==> src/rtl/lbus_pkg.sv <==
package lbus_pkg;

  localparam logic [1:0] BW_8  = 2'd0;
  localparam logic [1:0] BW_16 = 2'd1;

  localparam logic [1:0] BM_SINGLE = 2'd0;
  localparam logic [1:0] BM_QUAD   = 2'd1;

  typedef enum logic [1:0] {S_IDLE, S_ADDR, S_DATA} ctlState_t;

  // control -> datapath
  typedef struct packed {
    logic load;
    logic beatEnd;
  } seqStrobe_t;

  // datapath -> control
  typedef struct packed {
    logic lastBeat;
    logic breakNext;
  } seqStatus_t;

  function automatic logic [2:0] beatsOf(logic [1:0] width);
    case (width)
      BW_8:    return 3'd4;
      BW_16:   return 3'd2;
      default: return 3'd1;
    endcase
  endfunction

  // bus-side byte enables of one beat (narrow beats sit on the low lanes)
  function automatic logic [3:0] laneMask(logic [1:0] width, logic [3:0] be,
                                          logic [1:0] lane);
    case (width)
      BW_8:    return {3'b000, be[lane]};
      BW_16:   return lane[0] ? {2'b00, be[3:2]} : {2'b00, be[1:0]};
      default: return be;
    endcase
  endfunction

  function automatic logic [1:0] firstLane(logic [1:0] width, logic [3:0] be);
    logic [1:0] r;
    r = 2'd0;
    for (int j = 3; j >= 0; j--) begin
      if (3'(j) < beatsOf(width) && laneMask(width, be, 2'(j)) != 4'd0)
        r = 2'(j);
    end
    return r;
  endfunction

endpackage

==> src/rtl/lbus_ctl.sv <==
module lbus_ctl
  import lbus_pkg::*;
#(
  parameter int WAIT_W = 4
) (
  input  logic              clk,
  input  logic              rstN,
  input  logic              start,
  input  logic              reqOk,
  input  logic [WAIT_W-1:0] selWait,
  input  logic              selRdyEn,
  input  logic [1:0]        selMode,
  input  logic              lRdyN,
  input  seqStatus_t        sts,
  output seqStrobe_t        stb,
  output logic              busy,
  output logic              lAddrStb,
  output logic              lDataStb,
  output logic              lBlast,
  output logic              lBeatEnd
);

  ctlState_t         state;
  logic [WAIT_W-1:0] waitCnt;
  logic [WAIT_W-1:0] waitLd;
  logic              rdyEnQ;
  logic [1:0]        modeQ;
  logic [1:0]        phaseCnt;

  logic accept;
  logic beatEnd;
  logic phaseLast;

  assign accept  = (state == S_IDLE) && start && reqOk;
  assign beatEnd = (state == S_DATA) && (waitCnt == '0) && (!rdyEnQ || !lRdyN);

  assign phaseLast = sts.lastBeat || sts.breakNext ||
                     (modeQ == BM_SINGLE) ||
                     ((modeQ == BM_QUAD) && (phaseCnt == 2'd3));

  assign stb.load    = accept;
  assign stb.beatEnd = beatEnd;

  assign busy     = (state != S_IDLE);
  assign lAddrStb = (state == S_ADDR);
  assign lDataStb = (state == S_DATA);
  assign lBlast   = (state == S_DATA) && phaseLast;
  assign lBeatEnd = beatEnd;

  always_ff @(posedge clk) begin
    if (!rstN) begin
      state    <= S_IDLE;
      waitCnt  <= '0;
      waitLd   <= '0;
      rdyEnQ   <= 1'b0;
      modeQ    <= BM_SINGLE;
      phaseCnt <= 2'd0;
    end else begin
      case (state)
        S_IDLE: begin
          if (accept) begin
            state    <= S_ADDR;
            waitLd   <= selWait;
            rdyEnQ   <= selRdyEn;
            modeQ    <= selMode;
            phaseCnt <= 2'd0;
          end
        end
        S_ADDR: begin
          state   <= S_DATA;
          waitCnt <= waitLd;
        end
        default: begin
          if (beatEnd) begin
            if (sts.lastBeat) begin
              state <= S_IDLE;
            end else if (phaseLast) begin
              state    <= S_ADDR;
              phaseCnt <= 2'd0;
            end else begin
              waitCnt  <= waitLd;
              phaseCnt <= phaseCnt + 2'd1;
            end
          end else if (waitCnt != '0) begin
            waitCnt <= waitCnt - 1'b1;
          end
        end
      endcase
    end
  end

endmodule

==> src/rtl/lbus_dp.sv <==
module lbus_dp
  import lbus_pkg::*;
#(
  parameter int ADDR_W = 16,
  parameter int CNT_W  = 8
) (
  input  logic              clk,
  input  logic              rstN,
  input  seqStrobe_t        stb,
  output seqStatus_t        sts,
  input  logic [1:0]        startWidth,
  input  logic [ADDR_W-1:0] startAddr,
  input  logic              startWrite,
  input  logic [3:0]        startBe,
  input  logic [CNT_W-1:0]  startWords,
  input  logic [31:0]       wrData,
  output logic              wrTake,
  output logic [31:0]       rdData,
  output logic              rdValid,
  output logic [ADDR_W-1:0] lAddr,
  output logic              lWrite,
  output logic [3:0]        lBe,
  output logic [31:0]       lDataOut,
  input  logic [31:0]       lDataIn
);

  localparam logic [ADDR_W-1:0] ALIGN_MASK = ~ADDR_W'(3);

  logic [1:0]        widthQ;
  logic [ADDR_W-1:0] baseQ;
  logic              writeQ;
  logic [3:0]        beQ;
  logic [CNT_W-1:0]  wordsQ;
  logic [CNT_W-1:0]  wordIdx;
  logic [1:0]        lane;
  logic [31:0]       wBuf;
  logic [31:0]       rBuf;
  logic [31:0]       rdDataQ;
  logic              rdValidQ;

  logic [2:0]  nBeats;
  logic [1:0]  firstL;
  logic        nextFound;
  logic [1:0]  nextLane;
  logic        lastWord;
  logic        wordEnd;
  logic [1:0]  byteOff;
  logic [31:0] rNext;
  logic [31:0] beExp;

  assign nBeats = beatsOf(widthQ);
  assign firstL = firstLane(widthQ, beQ);

  // smallest enabled lane above the current one in this word
  always_comb begin
    nextFound = 1'b0;
    nextLane  = lane;
    for (int j = 3; j >= 0; j--) begin
      if (3'(j) > {1'b0, lane} && 3'(j) < nBeats &&
          laneMask(widthQ, beQ, 2'(j)) != 4'd0) begin
        nextFound = 1'b1;
        nextLane  = 2'(j);
      end
    end
  end

  assign lastWord = (wordIdx == wordsQ - CNT_W'(1));
  assign wordEnd  = stb.beatEnd && !nextFound;

  assign sts.lastBeat  = lastWord && !nextFound;
  assign sts.breakNext = nextFound ? (nextLane != lane + 2'd1)
                                   : !(({1'b0, lane} == nBeats - 3'd1) && (firstL == 2'd0));

  always_comb begin
    case (widthQ)
      BW_8:    byteOff = lane;
      BW_16:   byteOff = {lane[0], 1'b0};
      default: byteOff = 2'd0;
    endcase
  end

  assign lAddr  = baseQ + ADDR_W'({wordIdx, 2'b00}) + ADDR_W'(byteOff);
  assign lBe    = laneMask(widthQ, beQ, lane);
  assign lWrite = writeQ;

  always_comb begin
    case (widthQ)
      BW_8:    lDataOut = {24'd0, wBuf[8*lane +: 8]};
      BW_16:   lDataOut = {16'd0, lane[0] ? wBuf[31:16] : wBuf[15:0]};
      default: lDataOut = wBuf;
    endcase
    if (!writeQ) lDataOut = 32'd0;
  end

  // place the incoming beat into its lanes of the word being built
  always_comb begin
    rNext = rBuf;
    for (int b = 0; b < 4; b++) begin
      case (widthQ)
        BW_8:    if (2'(b) == lane) rNext[8*b +: 8] = lDataIn[7:0];
        BW_16:   if (b[1] == lane[0]) rNext[8*b +: 8] = lDataIn[8*(b%2) +: 8];
        default: rNext[8*b +: 8] = lDataIn[8*b +: 8];
      endcase
    end
  end

  assign beExp  = {{8{beQ[3]}}, {8{beQ[2]}}, {8{beQ[1]}}, {8{beQ[0]}}};
  assign wrTake = stb.load ? startWrite : (wordEnd && writeQ && !lastWord);

  assign rdData  = rdDataQ;
  assign rdValid = rdValidQ;

  always_ff @(posedge clk) begin
    if (!rstN) begin
      widthQ   <= 2'd0;
      baseQ    <= '0;
      writeQ   <= 1'b0;
      beQ      <= 4'd0;
      wordsQ   <= '0;
      wordIdx  <= '0;
      lane     <= 2'd0;
      wBuf     <= 32'd0;
      rBuf     <= 32'd0;
      rdDataQ  <= 32'd0;
      rdValidQ <= 1'b0;
    end else begin
      rdValidQ <= stb.beatEnd && wordEnd && !writeQ;
      if (stb.beatEnd && wordEnd && !writeQ) rdDataQ <= rNext & beExp;
      if (stb.load) begin
        widthQ  <= startWidth;
        baseQ   <= startAddr & ALIGN_MASK;
        writeQ  <= startWrite;
        beQ     <= startBe;
        wordsQ  <= startWords;
        wordIdx <= '0;
        lane    <= firstLane(startWidth, startBe);
        wBuf    <= wrData;
        rBuf    <= 32'd0;
      end else if (stb.beatEnd) begin
        if (!writeQ) rBuf <= wordEnd ? 32'd0 : rNext;
        if (nextFound) begin
          lane <= nextLane;
        end else begin
          lane    <= firstL;
          wordIdx <= wordIdx + CNT_W'(1);
          if (writeQ) wBuf <= wrData;
        end
      end
    end
  end

endmodule

==> src/rtl/lbus_seq.sv <==
module lbus_seq
  import lbus_pkg::*;
#(
  parameter int NUM_SPACES = 4,
  parameter int ADDR_W     = 16,
  parameter int CNT_W      = 8,
  parameter int WAIT_W     = 4,
  localparam int SPACE_W   = $clog2(NUM_SPACES)
) (
  input  logic                         clk,
  input  logic                         rstN,
  input  logic [2*NUM_SPACES-1:0]      cfgWidth,
  input  logic [WAIT_W*NUM_SPACES-1:0] cfgWait,
  input  logic [NUM_SPACES-1:0]        cfgRdyEn,
  input  logic [2*NUM_SPACES-1:0]      cfgMode,
  input  logic                         start,
  input  logic [SPACE_W-1:0]           startSpace,
  input  logic [ADDR_W-1:0]            startAddr,
  input  logic                         startWrite,
  input  logic [3:0]                   startBe,
  input  logic [CNT_W-1:0]             startWords,
  output logic                         busy,
  input  logic [31:0]                  wrData,
  output logic                         wrTake,
  output logic [31:0]                  rdData,
  output logic                         rdValid,
  output logic [ADDR_W-1:0]            lAddr,
  output logic                         lAddrStb,
  output logic                         lDataStb,
  output logic                         lBlast,
  output logic                         lBeatEnd,
  output logic                         lWrite,
  output logic [3:0]                   lBe,
  output logic [31:0]                  lDataOut,
  input  logic [31:0]                  lDataIn,
  input  logic                         lRdyN
);

  logic [1:0]        widthArr [NUM_SPACES];
  logic [WAIT_W-1:0] waitArr  [NUM_SPACES];
  logic [1:0]        modeArr  [NUM_SPACES];

  for (genvar s = 0; s < NUM_SPACES; s++) begin : g_space
    assign widthArr[s] = cfgWidth[2*s +: 2];
    assign waitArr[s]  = cfgWait[WAIT_W*s +: WAIT_W];
    assign modeArr[s]  = cfgMode[2*s +: 2];
  end

  seqStrobe_t stb;
  seqStatus_t sts;
  logic       reqOk;

  assign reqOk = (startBe != 4'd0) && (startWords != '0);

  lbus_ctl #(.WAIT_W(WAIT_W)) u_ctl (
    .clk      (clk),
    .rstN     (rstN),
    .start    (start),
    .reqOk    (reqOk),
    .selWait  (waitArr[startSpace]),
    .selRdyEn (cfgRdyEn[startSpace]),
    .selMode  (modeArr[startSpace]),
    .lRdyN    (lRdyN),
    .sts      (sts),
    .stb      (stb),
    .busy     (busy),
    .lAddrStb (lAddrStb),
    .lDataStb (lDataStb),
    .lBlast   (lBlast),
    .lBeatEnd (lBeatEnd)
  );

  lbus_dp #(.ADDR_W(ADDR_W), .CNT_W(CNT_W)) u_dp (
    .clk        (clk),
    .rstN       (rstN),
    .stb        (stb),
    .sts        (sts),
    .startWidth (widthArr[startSpace]),
    .startAddr  (startAddr),
    .startWrite (startWrite),
    .startBe    (startBe),
    .startWords (startWords),
    .wrData     (wrData),
    .wrTake     (wrTake),
    .rdData     (rdData),
    .rdValid    (rdValid),
    .lAddr      (lAddr),
    .lWrite     (lWrite),
    .lBe        (lBe),
    .lDataOut   (lDataOut),
    .lDataIn    (lDataIn)
  );

endmodule

==> config.mk <==
export PLATFORM = sky130hd
export DESIGN_NAME = lbus_seq
export DESIGN_NICKNAME = d
export VERILOG_FILES = /design/src/rtl/lbus_pkg.sv /design/src/rtl/lbus_ctl.sv /design/src/rtl/lbus_dp.sv /design/src/rtl/lbus_seq.sv
export SDC_FILE = /design/constraint.sdc
export NUM_CORES = 1
export LEC_CHECK = 0
export ABC_CLOCK_PERIOD_IN_PS = 3400
export BUFFER_PORTS_ARGS = -buffer_cell sky130_fd_sc_hd__buf_2
export CAP_MARGIN = 5
export CORE_MARGIN = 2
export CORE_UTILIZATION = 31
export CTS_BUF_LIST = sky130_fd_sc_hd__clkbuf_2 sky130_fd_sc_hd__clkbuf_4 sky130_fd_sc_hd__clkbuf_8
export DETAILED_ROUTE_END_ITERATION = 12
export PLACE_DENSITY_LB_ADDON = 0.15
export SYNTH_ARGS = -nofsm -noshare
export SYNTH_HDL_FRONTEND = slang
export SYNTH_SLANG_ARGS = --single-unit
==> constraint.sdc <==
create_clock -name clk -period 3.4 [get_ports clk]
set_input_delay 0.17 -clock clk [delete_from_list [all_inputs] [get_ports clk]]
set_output_delay 0.17 -clock clk [all_outputs]
set_load 0.02 [all_outputs]
==> impl_results.md <==
* Post-DP HPWL at approximately 20000 um
* DIE HEIGHT at between 150 and 200 um
* Worst-path fanout max at 8
* Clock buffer count from CTS at 17
* Arr. time, crit path at approximately 3.0 ns
* Core ar. at 26200 um2
* Via density at 5.05
* CTS max path bufs at 2
* Period utilization at 0.928
* Die area at 28100 um2
* Initial antenna violation count at 1
* FF+latch count, synth at 151
* Fin crit period at around 3.2 ns
* Wire per inst at ~17 um
* CTS sink cnt at 151
* Worst-Margin Slew at 0.754 ns
* First-pass GRT wire length at 44000 um
* Nets at 1452
* Worst vdd ir at 0.185 mV
* Yosys top cell by area: dfxtp_1
* Root Driver: clkbuf_8
* Final setup vio count at 0
* Layout Utilization at 0.413
* Setup CP Type: reg2out
* Final setup margin at ~0.24 ns
* Final Non-Filler Cells at 1646
* TNS Setup at 0 ns
* Worst path required time at ~3.2 ns
* Fin. Hold Viols at 0
* Dpl ws at 0.584 ns
* Pleak at ~4.6 nW
* Fmax at between 300 and 400 MHz
* R2r setup slk at 0.79 ns
* Post-route antenna net violation count at 0
* Clock latency on the worst-skew pair at 0.47 ns
* Die X at 168 um
* Top-area cell type share of the netlist area at 0.364
* Status: completed
* Yosys warning count at 0
* Worst min path class: in2reg
* Clk slew on worst S/H paths at 0.09 ns
* GR Util All Layers at 0.195
* Prevailing post-synth register cell: dfxtp_1
* Area growth from synthesis to layout at 30.1%
* Share of layout cells above drive strength 1 at 0.248
* Final WL at between 20000 and 30000 um
* CTS tree: done
* Async SR Flop Fraction at 0
* Skew final at 0.0186 ns
* Detailed Routing Iterations Pass 1 at 5
* Port Buffer Count at 224
* Power Density at approximately 430 nW/um2
* Mapped Cells at approximately 1.0k
* Routability Congestion at 0.845
* Yosys cell types at 70
* Number of flops mapped to enable cells by yosys at 0
* Crit. End Element: primary output
* Sequential share of the synthesized area at 0.364
* Grt ovf at 0
* Startpoint Class: flip-flop
* RSZ-0062 raised after global routing: false
* Max-cap violation count at 0
* IO Pins at 227
* Largest net degree at the start of global routing at 60
* Slew HR at 0.496
* DRC viols at 0
* # placed instances at 1555
* Routed via count at roughly 8.3k
* Slew Viols, Final at 0
* Vias in the first global route at 8081
* Post-synth net total at 1196
* H-tree depth at 4
* Number of diodes at 0
* DRT iter0 DRCs at 554
* Initial core utilization at 0.317
* Synth top area cells: dfxtp_1 (36%), nand2_1 (10%), a21boi_0 (7.5%)
* # rows at 59
* Mapped Avg Cell Area at 7.98 um2
* Mapped Area at 8310 um2
==> cell usage in the layout, fill, tap and decap left out, types with 4 or more instances in the layout <==
cell,netlist,routed
o21ai_1,4,4
nor2b_1,15,15
buf_2,16,224
buf_4,0,26
ha_1,18,18
nand2b_1,4,4
mux2_2,6,6
clkbuf_8,0,17
a21o_1,4,4
a22oi_1,29,29
xor2_1,13,13
and2_1,4,4
o21ai_0,35,35
o211ai_1,6,6
a21boi_0,83,83
inv_1,22,22
xnor2_1,15,15
nand2_1,224,224
o22ai_1,29,29
nor2_1,88,88
a21boi_1,15,15
nand4_1,6,6
mux4_2,18,18
a21oi_1,38,37
mux2i_1,10,10
nor3_1,7,7
dfxtp_1,151,149
inv_6,0,4
nand3_1,47,47
o21a_1,4,4
dlygate4sd3_1,0,59
and3_1,20,20
==> worst max-delay path: stages, from the launching register on <==
cell and delay [ns]:
dfxtp_1 0.47, inv_1 0.08, ha_1 0.32, o21ba_2 0.24, a221oi_1 0.29, a41o_1 0.15
o211ai_1 0.18, or2_1 0.35, nand2_1 0.12, and2_1 0.15, buf_2 0.17
==> synth_stat cells (all sizes together), types with 6 or more instances <==
| master | instances |
|---|---|
| buf | 21 |
| nor2 | 90 |
| o211ai | 6 |
| nand4 | 7 |
| nand3 | 47 |
| ha | 18 |
| mux2i | 10 |
| xor2 | 13 |
| nor3 | 9 |
| and3 | 20 |
| mux4 | 18 |
| clkbuf | 52 |
| a21oi | 40 |
| o21ai | 39 |
| a21boi | 98 |
| nor2b | 16 |
| nand2 | 224 |
| a22oi | 29 |
| inv | 22 |
| xnor2 | 15 |
| mux2 | 6 |
| o22ai | 29 |
| dfxtp | 151 |
==> final cells by class <==
class                           instances  area [um2]
Tap cell                              335         419
Multi-Input combinational cell        795        4910
Sequential cell                       151        3030
Fill cell                            2738       15400
Clock inverter                         15         208
Timing Repair Buffer                  310        1930
Inverter                               23        86.3
Clock buffer                           17         234
==> cell families (layout without fill, tap and decap cells) <==
family,count (synthesis),after routing,synth area share
XOR/XNOR,28,28,0.0295
multiplexers,34,34,0.0689
buffers and inverters,96,365,0.0457
AND/OR/NAND/NOR,443,443,0.239
AO/OA/AOI/OAI,271,271,0.223
adder cells (fa/ha/maj),19,19,0.0295
flip-flops,151,151,0.364
==> routing by layer <==
metal  global-route usage  wire, um
met1                0.261     12900
met3               0.0364      1160
met4               0.0563       561
met5                    0         7
met2                0.322     13300
==> final timing paths <==
| kind | start | to | depth (start not counted) |
|---|---|---|---|
| setup / recovery | u_dp.wordsQ[0] | lBlast | 10 |
| hold / removal | startWrite | u_dp.lWrite | 3 |
| setup reg to reg | u_dp.lane[0] | u_dp.rBuf[6] | 8 |
| hold reg to reg | u_dp.rBuf[1] | u_dp.rBuf[1] | 2 |
==> report_power, final <==
group | leakage (nW) | total, mW | switching [mW] | internal (mW)
Clock | 0.216 | 1.57 | 0.817 | 0.758
Sequential | 1.23 | 1.95 | 0.0916 | 1.86
Combinational | 3.14 | 1.18 | 0.709 | 0.467
Total | 4.58 | 4.70 | 1.62 | 3.08
==> per-stage QoR <==
stage	power, mW	hold slack, ns	cell area (um2)
global placement	3.11	0.419	9780
detailed placement	3.11	0.422	9780
floorplan	2.73	0.309	8310
finish	4.70	0.0430	10800
global route	4.97	0.0648	10800
CTS	4.76	0.0149	10800
==> what timing repair did <==
action,4_1_cts,5_1_grt
setup endpoints to repair,0,4
setup buffers,0,0
resized for setup,0,4
hold buffers,59,0
endpoints found under the hold margin,59,0
==> state kept, by name, summed over array words and instances (netlist names) <==
signal	flops
u_dp.rBuf	32
u_dp.rdData	32
u_dp.wBuf	32
u_dp.baseQ	14
u_dp.wordIdx	8
u_dp.wordsQ	8
u_ctl.waitCnt	4
u_ctl.waitLd	4
u_dp.beQ	4
u_ctl.modeQ	2
u_ctl.phaseCnt	2
u_ctl.state	2
u_dp.lane	2
u_dp.widthQ	2
u_ctl.rdyEnQ	1
u_dp.lWrite	1
u_dp.rdValid	1
No activity file was read; power rests on OpenSTA's default activity.
